File: src/rtl/vpf_pkg.sv
package vpf_pkg;
  localparam logic [9:0] OPC_HI = 10'b1000010111;
  localparam logic [2:0] OPC_MID = 3'b011;

  typedef struct packed {
    logic       write;
    logic [1:0] level;
    logic       stream;
    logic [3:0] op;
    logic       named;
  } hint_attr_t;

  typedef struct packed {
    logic       legal;
    logic [5:0] imm;
    logic [2:0] pg;
    logic [4:0] rn;
    hint_attr_t attr;
  } dec_t;

  typedef enum logic {ST_IDLE, ST_WALK} walk_st_e;
endpackage

File: src/rtl/vpf_decode.sv
module vpf_decode
  import vpf_pkg::*;
(
  input  logic [31:0] insn_i,
  output dec_t        dec_o
);
  logic [3:0] op;
  assign op = insn_i[3:0];

  always_comb begin
    dec_o.legal       = (insn_i[31:22] == OPC_HI) && (insn_i[15:13] == OPC_MID) && !insn_i[4];
    dec_o.imm         = insn_i[21:16];
    dec_o.pg          = insn_i[12:10];
    dec_o.rn          = insn_i[9:5];
    dec_o.attr.write  = op[3];
    dec_o.attr.level  = op[2:1];
    dec_o.attr.stream = op[0];
    dec_o.attr.op     = op;
    dec_o.attr.named  = (op[2:1] != 2'b11);
  end
endmodule

File: src/rtl/vpf_addr_gen.sv
module vpf_addr_gen #(
  parameter int ELEMS = 8
) (
  input  logic [63:0] gpr_i,
  input  logic [63:0] sp_i,
  input  logic [4:0]  rn_i,
  input  logic [5:0]  imm_i,
  output logic [63:0] start_o
);
  localparam logic [63:0] ELEMS_W = 64'(ELEMS);

  logic [63:0] base;
  logic [63:0] imm_ext;
  logic [63:0] off;

  assign base    = (rn_i == 5'd31) ? sp_i : gpr_i;
  assign imm_ext = {{58{imm_i[5]}}, imm_i};
  // modulo-2^64 product equals the signed product
  assign off     = (imm_ext * ELEMS_W) << 3;
  assign start_o = base + off;
endmodule

File: src/rtl/vpf_lane_pick.sv
module vpf_lane_pick #(
  parameter int ELEMS = 8,
  localparam int PW = ELEMS * 8
) (
  input  logic [PW-1:0]    pred_i,
  output logic [ELEMS-1:0] mask_o
);
  for (genvar e = 0; e < ELEMS; e++) begin : g_lane
    assign mask_o[e] = pred_i[e*8];
  end

  logic unused_pred;
  assign unused_pred = ^pred_i;
endmodule

File: src/rtl/vpf_walker.sv
module vpf_walker
  import vpf_pkg::*;
#(
  parameter int ELEMS = 8,
  localparam int IDX_W = (ELEMS > 1) ? $clog2(ELEMS) : 1
) (
  input  logic             clk_i,
  input  logic             rst_ni,
  input  logic             req_valid_i,
  input  logic             legal_i,
  input  logic [63:0]      start_i,
  input  logic [ELEMS-1:0] mask_i,
  input  hint_attr_t       attr_i,
  output logic             idle_o,
  output logic             hint_valid_o,
  input  logic             hint_ready_i,
  output logic [63:0]      hint_addr_o,
  output hint_attr_t       hint_attr_o,
  output logic             done_o,
  output logic             illegal_o
);
  localparam logic [IDX_W-1:0] LAST = IDX_W'(ELEMS - 1);

  walk_st_e         st_q;
  logic [63:0]      addr_q;
  logic [ELEMS-1:0] mask_q;
  logic [IDX_W-1:0] idx_q;
  hint_attr_t       attr_q;
  logic             done_q, ill_q;

  logic accept, act, adv, last;

  assign idle_o = (st_q == ST_IDLE);
  assign accept = req_valid_i && idle_o;
  assign act    = mask_q[idx_q];
  assign last   = (idx_q == LAST);
  // inactive lanes step without waiting on the consumer
  assign adv    = (st_q == ST_WALK) && (!act || hint_ready_i);

  always_ff @(posedge clk_i or negedge rst_ni) begin
    if (!rst_ni) begin
      st_q   <= ST_IDLE;
      addr_q <= '0;
      mask_q <= '0;
      idx_q  <= '0;
      attr_q <= '0;
      done_q <= 1'b0;
      ill_q  <= 1'b0;
    end else begin
      ill_q  <= accept && !legal_i;
      done_q <= adv && last;
      if (accept && legal_i) begin
        st_q   <= ST_WALK;
        addr_q <= start_i;
        mask_q <= mask_i;
        idx_q  <= '0;
        attr_q <= attr_i;
      end else if (adv) begin
        addr_q <= addr_q + 64'd8;
        idx_q  <= idx_q + 1'b1;
        if (last) st_q <= ST_IDLE;
      end
    end
  end

  assign hint_valid_o = (st_q == ST_WALK) && act;
  assign hint_addr_o  = addr_q;
  assign hint_attr_o  = attr_q;
  assign done_o       = done_q;
  assign illegal_o    = ill_q;
endmodule

File: src/rtl/vec_prefetch_seq.sv
module vec_prefetch_seq
  import vpf_pkg::*;
#(
  parameter int VEC_BITS = 512,
  localparam int ELEMS = VEC_BITS / 64,
  localparam int PW = VEC_BITS / 8
) (
  input  logic          clk_i,
  input  logic          rst_ni,
  input  logic          req_valid_i,
  output logic          req_ready_o,
  input  logic [31:0]   insn_i,
  input  logic [63:0]   gpr_i,
  input  logic [63:0]   sp_i,
  input  logic [PW-1:0] pred_i,
  output logic [4:0]    rd_rn_o,
  output logic [2:0]    rd_pg_o,
  output logic          hint_valid_o,
  input  logic          hint_ready_i,
  output logic [63:0]   hint_addr_o,
  output logic          hint_write_o,
  output logic [1:0]    hint_level_o,
  output logic          hint_stream_o,
  output logic [3:0]    hint_op_o,
  output logic          hint_named_o,
  output logic          done_o,
  output logic          illegal_o
);
  dec_t             dec;
  logic [63:0]      start;
  logic [ELEMS-1:0] mask;
  hint_attr_t       attr;

  vpf_decode u_dec (.insn_i(insn_i), .dec_o(dec));

  vpf_addr_gen #(.ELEMS(ELEMS)) u_agen (
    .gpr_i(gpr_i), .sp_i(sp_i), .rn_i(dec.rn), .imm_i(dec.imm), .start_o(start)
  );

  vpf_lane_pick #(.ELEMS(ELEMS)) u_lane (.pred_i(pred_i), .mask_o(mask));

  vpf_walker #(.ELEMS(ELEMS)) u_walk (
    .clk_i       (clk_i),
    .rst_ni      (rst_ni),
    .req_valid_i (req_valid_i),
    .legal_i     (dec.legal),
    .start_i     (start),
    .mask_i      (mask),
    .attr_i      (dec.attr),
    .idle_o      (req_ready_o),
    .hint_valid_o(hint_valid_o),
    .hint_ready_i(hint_ready_i),
    .hint_addr_o (hint_addr_o),
    .hint_attr_o (attr),
    .done_o      (done_o),
    .illegal_o   (illegal_o)
  );

  assign rd_rn_o       = dec.rn;
  assign rd_pg_o       = dec.pg;
  assign hint_write_o  = attr.write;
  assign hint_level_o  = attr.level;
  assign hint_stream_o = attr.stream;
  assign hint_op_o     = attr.op;
  assign hint_named_o  = attr.named;
endmodule

File: config.mk
export PLATFORM = sky130hd
export DESIGN_NAME = vec_prefetch_seq
export DESIGN_NICKNAME = d
export VERILOG_FILES = /design/src/rtl/vpf_pkg.sv /design/src/rtl/vpf_decode.sv /design/src/rtl/vpf_addr_gen.sv /design/src/rtl/vpf_lane_pick.sv /design/src/rtl/vpf_walker.sv /design/src/rtl/vec_prefetch_seq.sv
export SDC_FILE = /design/constraint.sdc
export NUM_CORES = 1
export LEC_CHECK = 0
export ABC_CLOCK_PERIOD_IN_PS = 3700
export CORE_MARGIN = 5
export CORE_UTILIZATION = 35
export DETAILED_ROUTE_END_ITERATION = 8
export GPL_TIMING_DRIVEN = 0
export HOLD_SLACK_MARGIN = 0.06
export PLACE_DENSITY = 0.72
export SYNTH_ARGS = -nofsm -noshare
export SYNTH_HDL_FRONTEND = slang
export SYNTH_SLANG_ARGS = --single-unit
File: constraint.sdc
create_clock -name clk_i -period 3.7 [get_ports clk_i]
set_input_delay 0.37 -clock clk_i [delete_from_list [all_inputs] [get_ports clk_i]]
set_output_delay 0.37 -clock clk_i [all_outputs]
set_load 0.01 [all_outputs]
==> impl_metrics.py <==
metrics = {
    "status": {
        "status": "completed",
    },
    "placement": {
        "place_congestion": 0.884,
        "port-buffer-count": 253,
        "pre_cts_slack_ns": -1.61,
        "post_dp_cell_area_um2": 11700,
        "hpwl_um": 25900,
    },
    "critical_path": {
        "arrival_ns": 3.90,
        "crit_path_max_fanout": 6,
        "end_kind": "register",
        "worstReg2RegStart": "u_walk.idx_q[0]",
        "crit_start": "insn_i[8]",
        "worstPathRequired_ns": 3.97,
        "crit_path_start_kind": "input pin",
        "critPathKind": "in2reg",
    },
    "pwr": {
        "p_per_area_nw_per_um2": 240,
        "p_sw_uw": 959,
        "p_clk_frac": 0.339,
        "combPwrFrac": 0.364,
        "ir_drop_uv": 165,
        "netSwitchingFraction": 0.309,
        "p_int_mw": 2.14,
        "p_total_mw": 3.10,
        "leakage_nw": 5.38,
        "seq_power_share": 0.297,
    },
    "clocking": {
        "clkTransAtPathRegs_ns": 0.06,
        "tritoncts": "done",
        "clock_sinks": 83,
        "worstSkewPairLatency_ns": 0.35,
        "h-tree-depth": 3,
        "cts_buffers": 9,
        "root_buffer": "clkbuf_16",
        "cts_buffer_depth": 2,
    },
    "sta": {
        "max_slew.worst_pin.slew_ns": 0.788,
        "fin_skew_ns": 0.00619,
        "period_share": 0.980,
        "hold_viol_final": 0,
        "period_needed_ns": 3.63,
        "slew_viol_final": 0,
        "final-setup-viol-count": 0,
        "hold-worst-slack_ns": 0.435,
        "fin_ws_ns": 0.0749,
        "slew_headroom": 0.475,
        "rsz0062_at_grt": "yes",
        "max_freq_mhz": 276,
    },
    "finish": {
        "design_area_um2": 12900,
        "mostFrequentLayoutCells": "246 x clkdlybuf4s50_1, 155 x nand2_1, 83 x dfrtp_1",
        "layout-drive-gt1-share": 0.160,
        "mostFrequentLayoutCell": "clkdlybuf4s50_1",
        "n_antenna_cell": 0,
        "fin_util": 0.528,
        "fin_nets": 1674,
        "syn_to_final_growth_pct": 47.7,
    },
    "floorplan": {
        "initial_utilization": 0.357,
        "ioPinCount": 313,
        "rows": 57,
        "dieHeight_um": 168,
        "core_um2": 24500,
        "die_area_um2": 28200,
        "die_x_um": 168,
    },
    "routing": {
        "wl_per_cell_um": 19.4,
        "drt-total-wl_um": 33200,
        "viasPerCell": 5.56,
        "drc": 0,
        "first_pass_iters": 5,
        "drtIter0Drc": 652,
        "vias": 9505,
        "detail-route-antenna-nets": 0,
    },
    "grt": {
        "track_usage": 0.222,
        "gr-total-overflow": 0,
        "grt_start_max_net_pins": 70,
        "grt_pass1_vias": 9211,
        "grt_first_pass_wirelength_um": 50600,
        "antenna_found_initial": 0,
    },
    "synth": {
        "synthesis.nets": 1387,
        "syn_avg_cell_area_um2": 8.00,
        "synthCells": 1092,
        "synth_edf_count": 0,
        "netlist_area_um2": 8740,
        "seq_area_frac_synth": 0.238,
        "ys_types": 71,
        "yosys_warnings": 0,
        "synth-main-ff-cell": "dfrtp_1",
        "ys_ff_latch": 83,
        "synth-async-reset-ratio": 1.00,
    },
    "min_path": {
        "hold_path.class": "in2async",
    },
    "job": {
        "maxCapViolations": 0,
    },
}
## path summary, 6_finish.rpt
kind                       slack (ns)  cells after the start                endpoint
setup / recovery                 0.07                     19  u_walk.hint_addr_o[59]
hold / removal                   0.44                      2        u_walk.mask_q[0]
setup reg to reg                 0.64                      8  u_walk.hint_addr_o[63]
hold reg to reg                  0.47                      2        u_walk.mask_q[2]
max in group asynchronous        2.65                      3  u_walk.hint_addr_o[53]
min in group clk_i               0.47                      2        u_walk.mask_q[2]
## state kept, by name, summed over array words and instances (netlist names)
name	cells
u_walk.hint_addr_o	64
u_walk.mask_q	8
u_walk.hint_attr_o	5
u_walk.idx_q	3
u_walk.done_o	1
u_walk.illegal_o	1
u_walk.st_q	1
## cells by family after synthesis
logic type                 share of synthesized area
and+or+nand+nor                                0.231
adders and majority gates                     0.0968
muxes                                         0.0961
xor gates and xnor gates                      0.0832
AOI/OAI and AO/OA                              0.213
DFF                                            0.238
buffers and inverters                         0.0414
## final cells by class
cell class | count | area [um^2]
multi-input cells | 927 | 6800
well taps | 324 | 405
plain buffers | 48 | 369
fillers | 2255 | 11600
clock inverters | 4 | 97.6
inverters | 26 | 97.6
flip-flops and latches | 83 | 2080
repair buffers | 284 | 2820
clock buffers | 12 | 246
## worst max-delay path, stage by stage
cell             delay, ns
clkdlybuf4s15_1       0.26
nand3_4               0.11
clkbuf_16             0.19
clkbuf_16             0.17
mux2_4                0.31
ha_4                  0.29
a21o_1                0.16
a21oi_2               0.07
o32a_1                0.40
a31oi_4               0.21
o211ai_1              0.11
buf_4                 0.16
nand4_1               0.13
nand4_1               0.21
buf_4                 0.20
buf_4                 0.12
buf_4                 0.13
a21o_1                0.15
a31oi_1               0.15
## what timing repair did
item,CTS,global route
hold endpoints to repair,14,0
hold buffers,1,0
buffers inserted,14,12
gates resized for setup,72,63
setup endpoints to repair,49,30
cloned,2,0
pin swaps,24,34
## power by group through the flow
stage	clock network [mW]	registers, mW	logic [mW]
5_1_grt	1.09	0.921	1.23
6_report	1.05	0.921	1.13
3_5_place_dp	0	0.937	0.988
4_1_cts	1.06	0.921	1.05
2_1_floorplan	0	0.938	0.579
3_3_place_gp	0	0.937	0.973
## Yosys cell counts, types with 4 or more instances
cell type | n | area (um^2)
o21a_1 | 11 | 82.6
nand2b_1 | 7 | 43.8
nand3_2 | 4 | 40.0
and3_1 | 21 | 131
o21ai_1 | 4 | 20.0
a211oi_1 | 10 | 75.1
o211ai_1 | 6 | 45.0
nor3_1 | 19 | 95.1
nor2_1 | 77 | 289
clkbuf_1 | 36 | 135
a21oi_1 | 79 | 395
nor4_1 | 7 | 43.8
xnor2_1 | 49 | 429
and4_1 | 11 | 96.3
buf_4 | 13 | 97.6
o21ai_0 | 70 | 350
nand4_1 | 29 | 181
o21bai_1 | 11 | 82.6
or2_2 | 7 | 43.8
ha_1 | 66 | 826
mux2_2 | 59 | 664
mux2i_1 | 13 | 130
inv_1 | 26 | 97.6
nor3_2 | 4 | 40.0
a311oi_1 | 4 | 35.0
and2_1 | 8 | 50.1
a31oi_1 | 20 | 125
nand2_1 | 156 | 586
nor2b_1 | 4 | 25.0
xor2_1 | 34 | 298
nand3_1 | 38 | 190
o31ai_1 | 6 | 45.0
a21o_1 | 34 | 255
dfrtp_1 | 83 | 2080
buf_2 | 4 | 20.0
## per-stage QoR
stage          cells  TNS (ns)
2_1_floorplan   1092         0
3_3_place_gp    1669   -138.72
3_5_place_dp    1671    -54.47
4_1_cts         1699         0
5_1_grt         1708   -0.0650
6_report        1708         0
## per-layer routing
metal  track usage  vias up  part of all wire
li1              -     4572                 -
met1         0.299     4533              0.45
met2         0.365      355              0.46
met3        0.0427       45             0.067
met4        0.0610        0             0.024
met5             0        -                 0
No activity file was read; power rests on OpenSTA's default activity.
